`config.mk`:
```
export PLATFORM = sky130hd
export DESIGN_NAME = ira_ref_selector
export DESIGN_NICKNAME = d
export VERILOG_FILES = /design/src/rtl/ira_pkg.sv /design/src/rtl/ira_offset_calc.sv /design/src/rtl/ira_ref_builder.sv /design/src/rtl/ira_tap_pick.sv /design/src/rtl/ira_ref_selector.sv
export SDC_FILE = /design/constraint.sdc
export NUM_CORES = 2
export LEC_CHECK = 0
export BUFFER_PORTS_ARGS = -buffer_cell sky130_fd_sc_hd__buf_2
export CAP_MARGIN = 20
export CORE_AREA = 4 4 426 428
export CTS_CLUSTER_SIZE = 30
export DETAILED_ROUTE_END_ITERATION = 8
export DIE_AREA = 0 0 430 432
export PLACE_DENSITY_LB_ADDON = 0.1
export SLEW_MARGIN = 20
export SYNTH_ARGS = -nofsm -noshare
export SYNTH_HDL_FRONTEND = slang
export SYNTH_HIERARCHICAL = 1
export SYNTH_SLANG_ARGS = --single-unit
```
`constraint.sdc`:
```
create_clock -name clk -period 27.8 [get_ports clk]
set_input_delay 5.56 -clock clk [delete_from_list [all_inputs] [get_ports clk]]
set_output_delay 5.56 -clock clk [all_outputs]
set_load 0.01 [all_outputs]
```
`src/rtl/ira_pkg.sv`:
```
// Shared constants and helpers for the angular reference selector.
// Assumes block size codes 0..3 map to 4x4..32x32.
package ira_pkg;
    localparam int unsigned FRAC_BITS  = 5;
    localparam int unsigned FAM_SPAN   = 17;
    localparam int unsigned SPLICE_LEN = 4;
    localparam int unsigned FILT_W     = 6;

    typedef enum logic [1:0] {
        SZ_4  = 2'd0,
        SZ_8  = 2'd1,
        SZ_16 = 2'd2,
        SZ_32 = 2'd3
    } blk_size_e;

    // True when the block size selects the smoothing filter family.
    function automatic logic size_is_smooth(input logic [1:0] sz);
        return (sz == SZ_16) || (sz == SZ_32);
    endfunction
endpackage

```
`src/rtl/ira_offset_calc.sv`:
```
// Derives the integer offset and 1/32 phase for one sample position.
// Assumes idx is unsigned and angle is two's complement; the product is
// sign-extended so the shift floors toward minus infinity.
module ira_offset_calc #(
    parameter int unsigned IDX_W = 5,
    parameter int unsigned ANG_W = 7,
    localparam int unsigned PROD_W = IDX_W + 1 + ANG_W,
    localparam int unsigned OFF_W  = PROD_W - ira_pkg::FRAC_BITS
) (
    input  logic [IDX_W-1:0]        idx_i,
    input  logic [ANG_W-1:0]        angle_i,
    output logic signed [OFF_W-1:0] off_o,
    output logic [ira_pkg::FRAC_BITS-1:0] phase_o,
    output logic                    neg_o
);
    logic [IDX_W:0]             step;
    logic signed [PROD_W-1:0]   step_x;
    logic signed [PROD_W-1:0]   angle_x;
    logic signed [PROD_W-1:0]   prod;

    // Form (idx+1)*angle with full sign extension and split it.
    always_comb begin
        step    = {1'b0, idx_i} + {{IDX_W{1'b0}}, 1'b1};
        step_x  = {{(PROD_W-IDX_W-1){1'b0}}, step};
        angle_x = {{(PROD_W-ANG_W){angle_i[ANG_W-1]}}, angle_i};
        prod    = step_x * angle_x;
        off_o   = prod[PROD_W-1:ira_pkg::FRAC_BITS];
        phase_o = prod[ira_pkg::FRAC_BITS-1:0];
        neg_o   = angle_i[ANG_W-1];
    end
endmodule

```
`src/rtl/ira_ref_builder.sv`:
```
// Assembles the main reference array from the above and left neighbours.
// Assumes both neighbour arrays hold NREF samples; with a negative angle the
// last four primary samples drop off the end to make room for the splice.
module ira_ref_builder #(
    parameter int unsigned SW   = 8,
    parameter int unsigned NREF = 64
) (
    input  logic [NREF*SW-1:0] above_i,
    input  logic [NREF*SW-1:0] left_i,
    input  logic               use_above_i,
    input  logic               neg_i,
    output logic [NREF*SW-1:0] main_o
);
    localparam int unsigned SPL = ira_pkg::SPLICE_LEN;

    logic [NREF*SW-1:0] prim;
    logic [NREF*SW-1:0] other;

    // Pick the primary and opposite neighbour sides from the mode.
    always_comb begin
        prim  = use_above_i ? above_i : left_i;
        other = use_above_i ? left_i  : above_i;
    end

    // One selector per main entry: spliced head, shifted body, or direct.
    for (genvar j = 0; j < NREF; j++) begin : g_entry
        if (j < SPL) begin : g_head
            always_comb
                main_o[j*SW +: SW] = neg_i ? other[(SPL-1-j)*SW +: SW]
                                           : prim[j*SW +: SW];
        end else begin : g_body
            always_comb
                main_o[j*SW +: SW] = neg_i ? prim[(j-SPL)*SW +: SW]
                                           : prim[j*SW +: SW];
        end
    end
endmodule

```
`src/rtl/ira_tap_pick.sv`:
```
// Clamps the tap position and reads four adjacent main-array entries,
// replicating the edge sample at either end of the array.
// Assumes NREF >= 3.
module ira_tap_pick #(
    parameter int unsigned SW    = 8,
    parameter int unsigned NREF  = 64,
    parameter int unsigned OFF_W = 8,
    localparam int unsigned POS_W = $clog2(NREF)
) (
    input  logic [NREF*SW-1:0]      main_i,
    input  logic signed [OFF_W-1:0] off_i,
    input  logic                    neg_i,
    output logic [POS_W-1:0]        pos_o,
    output logic [SW-1:0]           p0_o,
    output logic [SW-1:0]           p1_o,
    output logic [SW-1:0]           p2_o,
    output logic [SW-1:0]           p3_o
);
    localparam int unsigned RAW_W = OFF_W + 1;
    localparam logic signed [RAW_W-1:0] POS_MAX = RAW_W'(NREF - 2);

    logic signed [RAW_W-1:0] raw;
    logic [POS_W-1:0] pos_m1;
    logic [POS_W-1:0] pos_p1;
    logic [POS_W-1:0] pos_p2;

    // Add the splice bias and saturate into the legal range.
    always_comb begin
        raw = {off_i[OFF_W-1], off_i} + (neg_i ? RAW_W'(ira_pkg::SPLICE_LEN) : '0);
        if (raw < 0)
            pos_o = '0;
        else if (raw > POS_MAX)
            pos_o = POS_W'(NREF - 2);
        else
            pos_o = raw[POS_W-1:0];
    end

    // Read the four taps, replicating at both array ends.
    always_comb begin
        pos_m1 = pos_o - 1'b1;
        pos_p1 = pos_o + 1'b1;
        pos_p2 = pos_o + POS_W'(2);
        p1_o = main_i[pos_o*SW +: SW];
        p2_o = main_i[pos_p1*SW +: SW];
        p0_o = (pos_o == '0) ? p1_o : main_i[pos_m1*SW +: SW];
        p3_o = (pos_o == POS_W'(NREF - 2)) ? p2_o : main_i[pos_p2*SW +: SW];
    end
endmodule

```
`src/rtl/ira_ref_selector.sv`:
```
// Top: selects four reference taps and a filter index for one angular
// prediction position per cycle, with one registered output stage.
// Assumes mode, angle and size are consistent; out-of-reach positions clamp.
module ira_ref_selector #(
    parameter int unsigned SW         = 8,
    parameter int unsigned NREF       = 64,
    parameter int unsigned IDX_W      = 5,
    parameter int unsigned ANG_W      = 7,
    parameter int unsigned MODE_SPLIT = 34
) (
    input  logic                  clk,
    input  logic                  rst_n,
    input  logic                  valid_i,
    input  logic [6:0]            mode_i,
    input  logic [ANG_W-1:0]      angle_i,
    input  logic [IDX_W-1:0]      idx_i,
    input  logic [1:0]            size_i,
    input  logic [NREF*SW-1:0]    above_i,
    input  logic [NREF*SW-1:0]    left_i,
    output logic                  valid_o,
    output logic [SW-1:0]         p0_o,
    output logic [SW-1:0]         p1_o,
    output logic [SW-1:0]         p2_o,
    output logic [SW-1:0]         p3_o,
    output logic [ira_pkg::FILT_W-1:0] filt_o
);
    import ira_pkg::*;

    localparam int unsigned OFF_W = IDX_W + 1 + ANG_W - FRAC_BITS;
    localparam int unsigned POS_W = $clog2(NREF);

    logic signed [OFF_W-1:0] off;
    logic [FRAC_BITS-1:0]    phase;
    logic                    neg;
    logic                    use_above;
    logic [NREF*SW-1:0]      main_arr;
    logic [POS_W-1:0]        pos;
    logic [SW-1:0]           t0, t1, t2, t3;
    logic [FILT_W-1:0]       fsel;
    logic [FILT_W-1:0]       filt_nxt;

    ira_offset_calc #(.IDX_W(IDX_W), .ANG_W(ANG_W)) u_off (
        .idx_i(idx_i), .angle_i(angle_i),
        .off_o(off), .phase_o(phase), .neg_o(neg)
    );

    // Mode decides which neighbour side feeds the main array.
    always_comb use_above = (mode_i >= 7'(MODE_SPLIT));

    ira_ref_builder #(.SW(SW), .NREF(NREF)) u_ref (
        .above_i(above_i), .left_i(left_i),
        .use_above_i(use_above), .neg_i(neg), .main_o(main_arr)
    );

    ira_tap_pick #(.SW(SW), .NREF(NREF), .OFF_W(OFF_W)) u_tap (
        .main_i(main_arr), .off_i(off), .neg_i(neg), .pos_o(pos),
        .p0_o(t0), .p1_o(t1), .p2_o(t2), .p3_o(t3)
    );

    // Round the phase to one of 17 filters and add the family base.
    always_comb begin
        fsel     = FILT_W'(({1'b0, phase} + 1'b1) >> 1);
        filt_nxt = size_is_smooth(size_i) ? fsel + FILT_W'(FAM_SPAN) : fsel;
    end

    // Output register stage; data loads only on an accepted position.
    always_ff @(posedge clk) begin
        if (!rst_n) begin
            valid_o <= 1'b0;
            p0_o    <= '0;
            p1_o    <= '0;
            p2_o    <= '0;
            p3_o    <= '0;
            filt_o  <= '0;
        end else begin
            valid_o <= valid_i;
            if (valid_i) begin
                p0_o   <= t0;
                p1_o   <= t1;
                p2_o   <= t2;
                p3_o   <= t3;
                filt_o <= filt_nxt;
            end
        end
    end


    valid_follow_chk: assert property (@(posedge clk) disable iff (!rst_n)
        valid_i |=> valid_o);

    valid_drop_chk: assert property (@(posedge clk) disable iff (!rst_n)
        !valid_i |=> (!valid_o && $stable(filt_o) && $stable(p1_o)));

    smooth_family_chk: assert property (@(posedge clk) disable iff (!rst_n)
        (valid_i && size_i[1]) |=> (filt_o >= FILT_W'(FAM_SPAN) && filt_o <= FILT_W'(2*FAM_SPAN-1)));

    sharp_family_chk: assert property (@(posedge clk) disable iff (!rst_n)
        (valid_i && !size_i[1]) |=> (filt_o < FILT_W'(FAM_SPAN)));

    neg_floor_chk: assert property (@(posedge clk) disable iff (!rst_n)
        (valid_i && angle_i[ANG_W-1]) |-> off[OFF_W-1]);

    pos_offset_chk: assert property (@(posedge clk) disable iff (!rst_n)
        (valid_i && !angle_i[ANG_W-1]) |-> !off[OFF_W-1]);

    low_edge_chk: assert property (@(posedge clk) disable iff (!rst_n)
        (valid_i && pos == '0) |=> (p0_o == p1_o));
endmodule

```
==> reports/qor.csv <==
stage;metric;value;unit
critical_path;startpoint types;input pin;
critical_path;CP max FO;75;
critical_path;cell repeated most along the worst path;fa_1;
cts;clock buffer depth;2;
sta;RSZ-0062 raised after global routing;no;
cells_and_area;commonest non-fill, non-tap cell in the layout;buf_2;
cells_and_area;area grow syn2layout;24.2;%
floorplan;Core Area;0.178;sq mm
critical_path;crit end category;flop;
global_route;total grt overflow;0;
global_route;first-pass GRT wire length;355000;um
power;power consumption;4.03;mW
floorplan;die area;0.186;sq mm
sta;setup total negative slack;0;ns
cts;clk_lat worst skew;0.29;ns
cts;Resize count post-CTS;0;
power;LEAKAGE;15.0;nW
route;DR vias;37000;
sta;final critical-path share of the clock period;59.9;%
route;drt drc;0;
cells_and_area;Net count, final;5075;
cells_and_area;commonest non-fill, non-tap cells in the layout;buf_2, mux4_2, mux2i_1;
cts;CTS clock-pin slew for the worst setup and hold paths;0.07;ns
floorplan;row cnt;155;
critical_path;slowest stage delay, CP;0.90;ns
route;final wirelength;272000;um
critical_path;R2R depth;3;
floorplan;Die Y;432;um
critical_path;CP required;28.03;ns
cells_and_area;fin util;22.0;%
route;via density per instance;5.83;
global_route;total global-route track usage;27.8;%
cells_and_area;# fillers;19700;
place;post-place setup slack;10.77;ns
floorplan;initial core utilization;17.7;%
global_route;antenna violations before repair;87;
power;VDD IR max;0.0000770;V
critical_path;Setup Crit Path Kind;in -> reg;
critical_path;Slowest cell on crit path;a211oi_1;
cells_and_area;Storage cell area;781;sq um
run;max-cap viol count;0;
place;Final HPWL DP;224000;um
cts;Inserted Clock Buffers;5;
sta;worst slew pin tran;1.19;ns
global_route;via count of the first global-routing pass;37200;
route;drt wl/cell;42.8;um
sta;fmax;0.0600;GHz
route;DR pass1 iterations;6;
sta;WHS;0.484;ns
critical_path;arrival time at the worst endpoint;16.88;ns
global_route;pin count of the biggest net entering global routing;139;
sta;setup ws final;11.15;ns
cells_and_area;area of the multi-input gates;0.0286;sq mm
floorplan;# IOs;1087;
cts;clk sinks;39;
min_path;WHS Path Cells;2;
sta;Fin. Hold Viols;0;
sta;clock skew;0;ns
route;post-route ant nets;0;
cts;root buffer cell;clkbuf_16;
min_path;Hold Crit Class;reg -> reg;
synthesis;Avg Inst Size Synth;10.0;sq um
cts;H-tree depth;2;
cts;Hold-fix buffers, CTS;0;
place;GP Congestion;0.965;
sta;Slew headroom;20.4;%
place;IO Port Bufs;1084;
cells_and_area;layout cell share with drive strength beyond 1;48.3;%
cts;postcts setup bufs;0;
cts;CTS tree;done;
sta;fin crit period;16.65;ns
sta;setup violators final;0;
synthesis;yosys warns;6;
synthesis;synthesized instance count;3144;
floorplan;die width;430;um
sta;Pins Over Slew Limit;0;
synthesis;mapped cell area;0.0315;sq mm
run_status;outcome;complete, no violations;
power;power density cells;103;mW/mm^2
synthesis;Net Count, Synth;4253;
route;DR iter-0 viols;4462;
==> path summary, 6_finish.rpt <==
kind | start | end | slack, ns
setup reg to reg | filt_o[5] | filt_o[5] | 27.02
setup / recovery | idx_i[0] | p0_o[2] | 11.15
hold / removal | filt_o[1] | filt_o[1] | 0.48
hold reg to reg | filt_o[1] | filt_o[1] | 0.48
==> worst max-delay path: cells and delay by family <==
kind	cells	cell delay, ns
adder cells (fa/ha/maj)	8	3.79
AND/OR/NAND/NOR	9	3.43
AO/OA/AOI/OAI	7	2.10
XOR/XNOR	2	0.92
buffers and inverters	5	0.83
multiplexers	1	0.16
==> cell type report <==
type                    count  share of cell area [%]
multi-input cells        2672                    73.1
repair buffers           1189                    16.1
well taps                2355                    7.53
flip-flops and latches     39                    2.00
inverters                  59                   0.585
clock buffers               5                   0.320
diodes                     38                   0.243
clock inverters             3                   0.118
==> power by group <==
| group | switching (mW) | total, mW | internal, mW | leakage, nW |
|---|---|---|---|---|
| combinational | 2.68 | 3.88 | 1.19 | 14.6 |
| sequential | 0.0103 | 0.0867 | 0.0764 | 0.322 |
| clock | 0.0270 | 0.0698 | 0.0428 | 0.0807 |
| total | 2.72 | 4.03 | 1.31 | 15.0 |
==> through the flow <==
step / cell area (sq um) / std cells
3_3_place_gp: 38800 / 6313
6_report: 39100 / 6360
5_1_grt: 39000 / 6329
4_1_cts: 39000 / 6321
3_5_place_dp: 38800 / 6313
2_1_floorplan: 31500 / 3144
==> layer usage <==
metal  vias up  part of all wire [%]  GRT usage, %  wire, um
li1      15000                     -             -         -
met3       373                   6.9          4.65     18900
met5         -                  0.12             0       322
met2      2088                    47          46.6    129000
met1     19500                    41          35.7    110000
met4        50                   4.9          11.1     13400
==> sequential cells by signal, summed over array words and instances, names as in the netlist <==
| name | count |
|---|---|
| p0_o | 8 |
| p1_o | 8 |
| p2_o | 8 |
| p3_o | 8 |
| filt_o | 6 |
| valid_o | 1 |
Note: power is estimated with default switching activity, not from simulation.
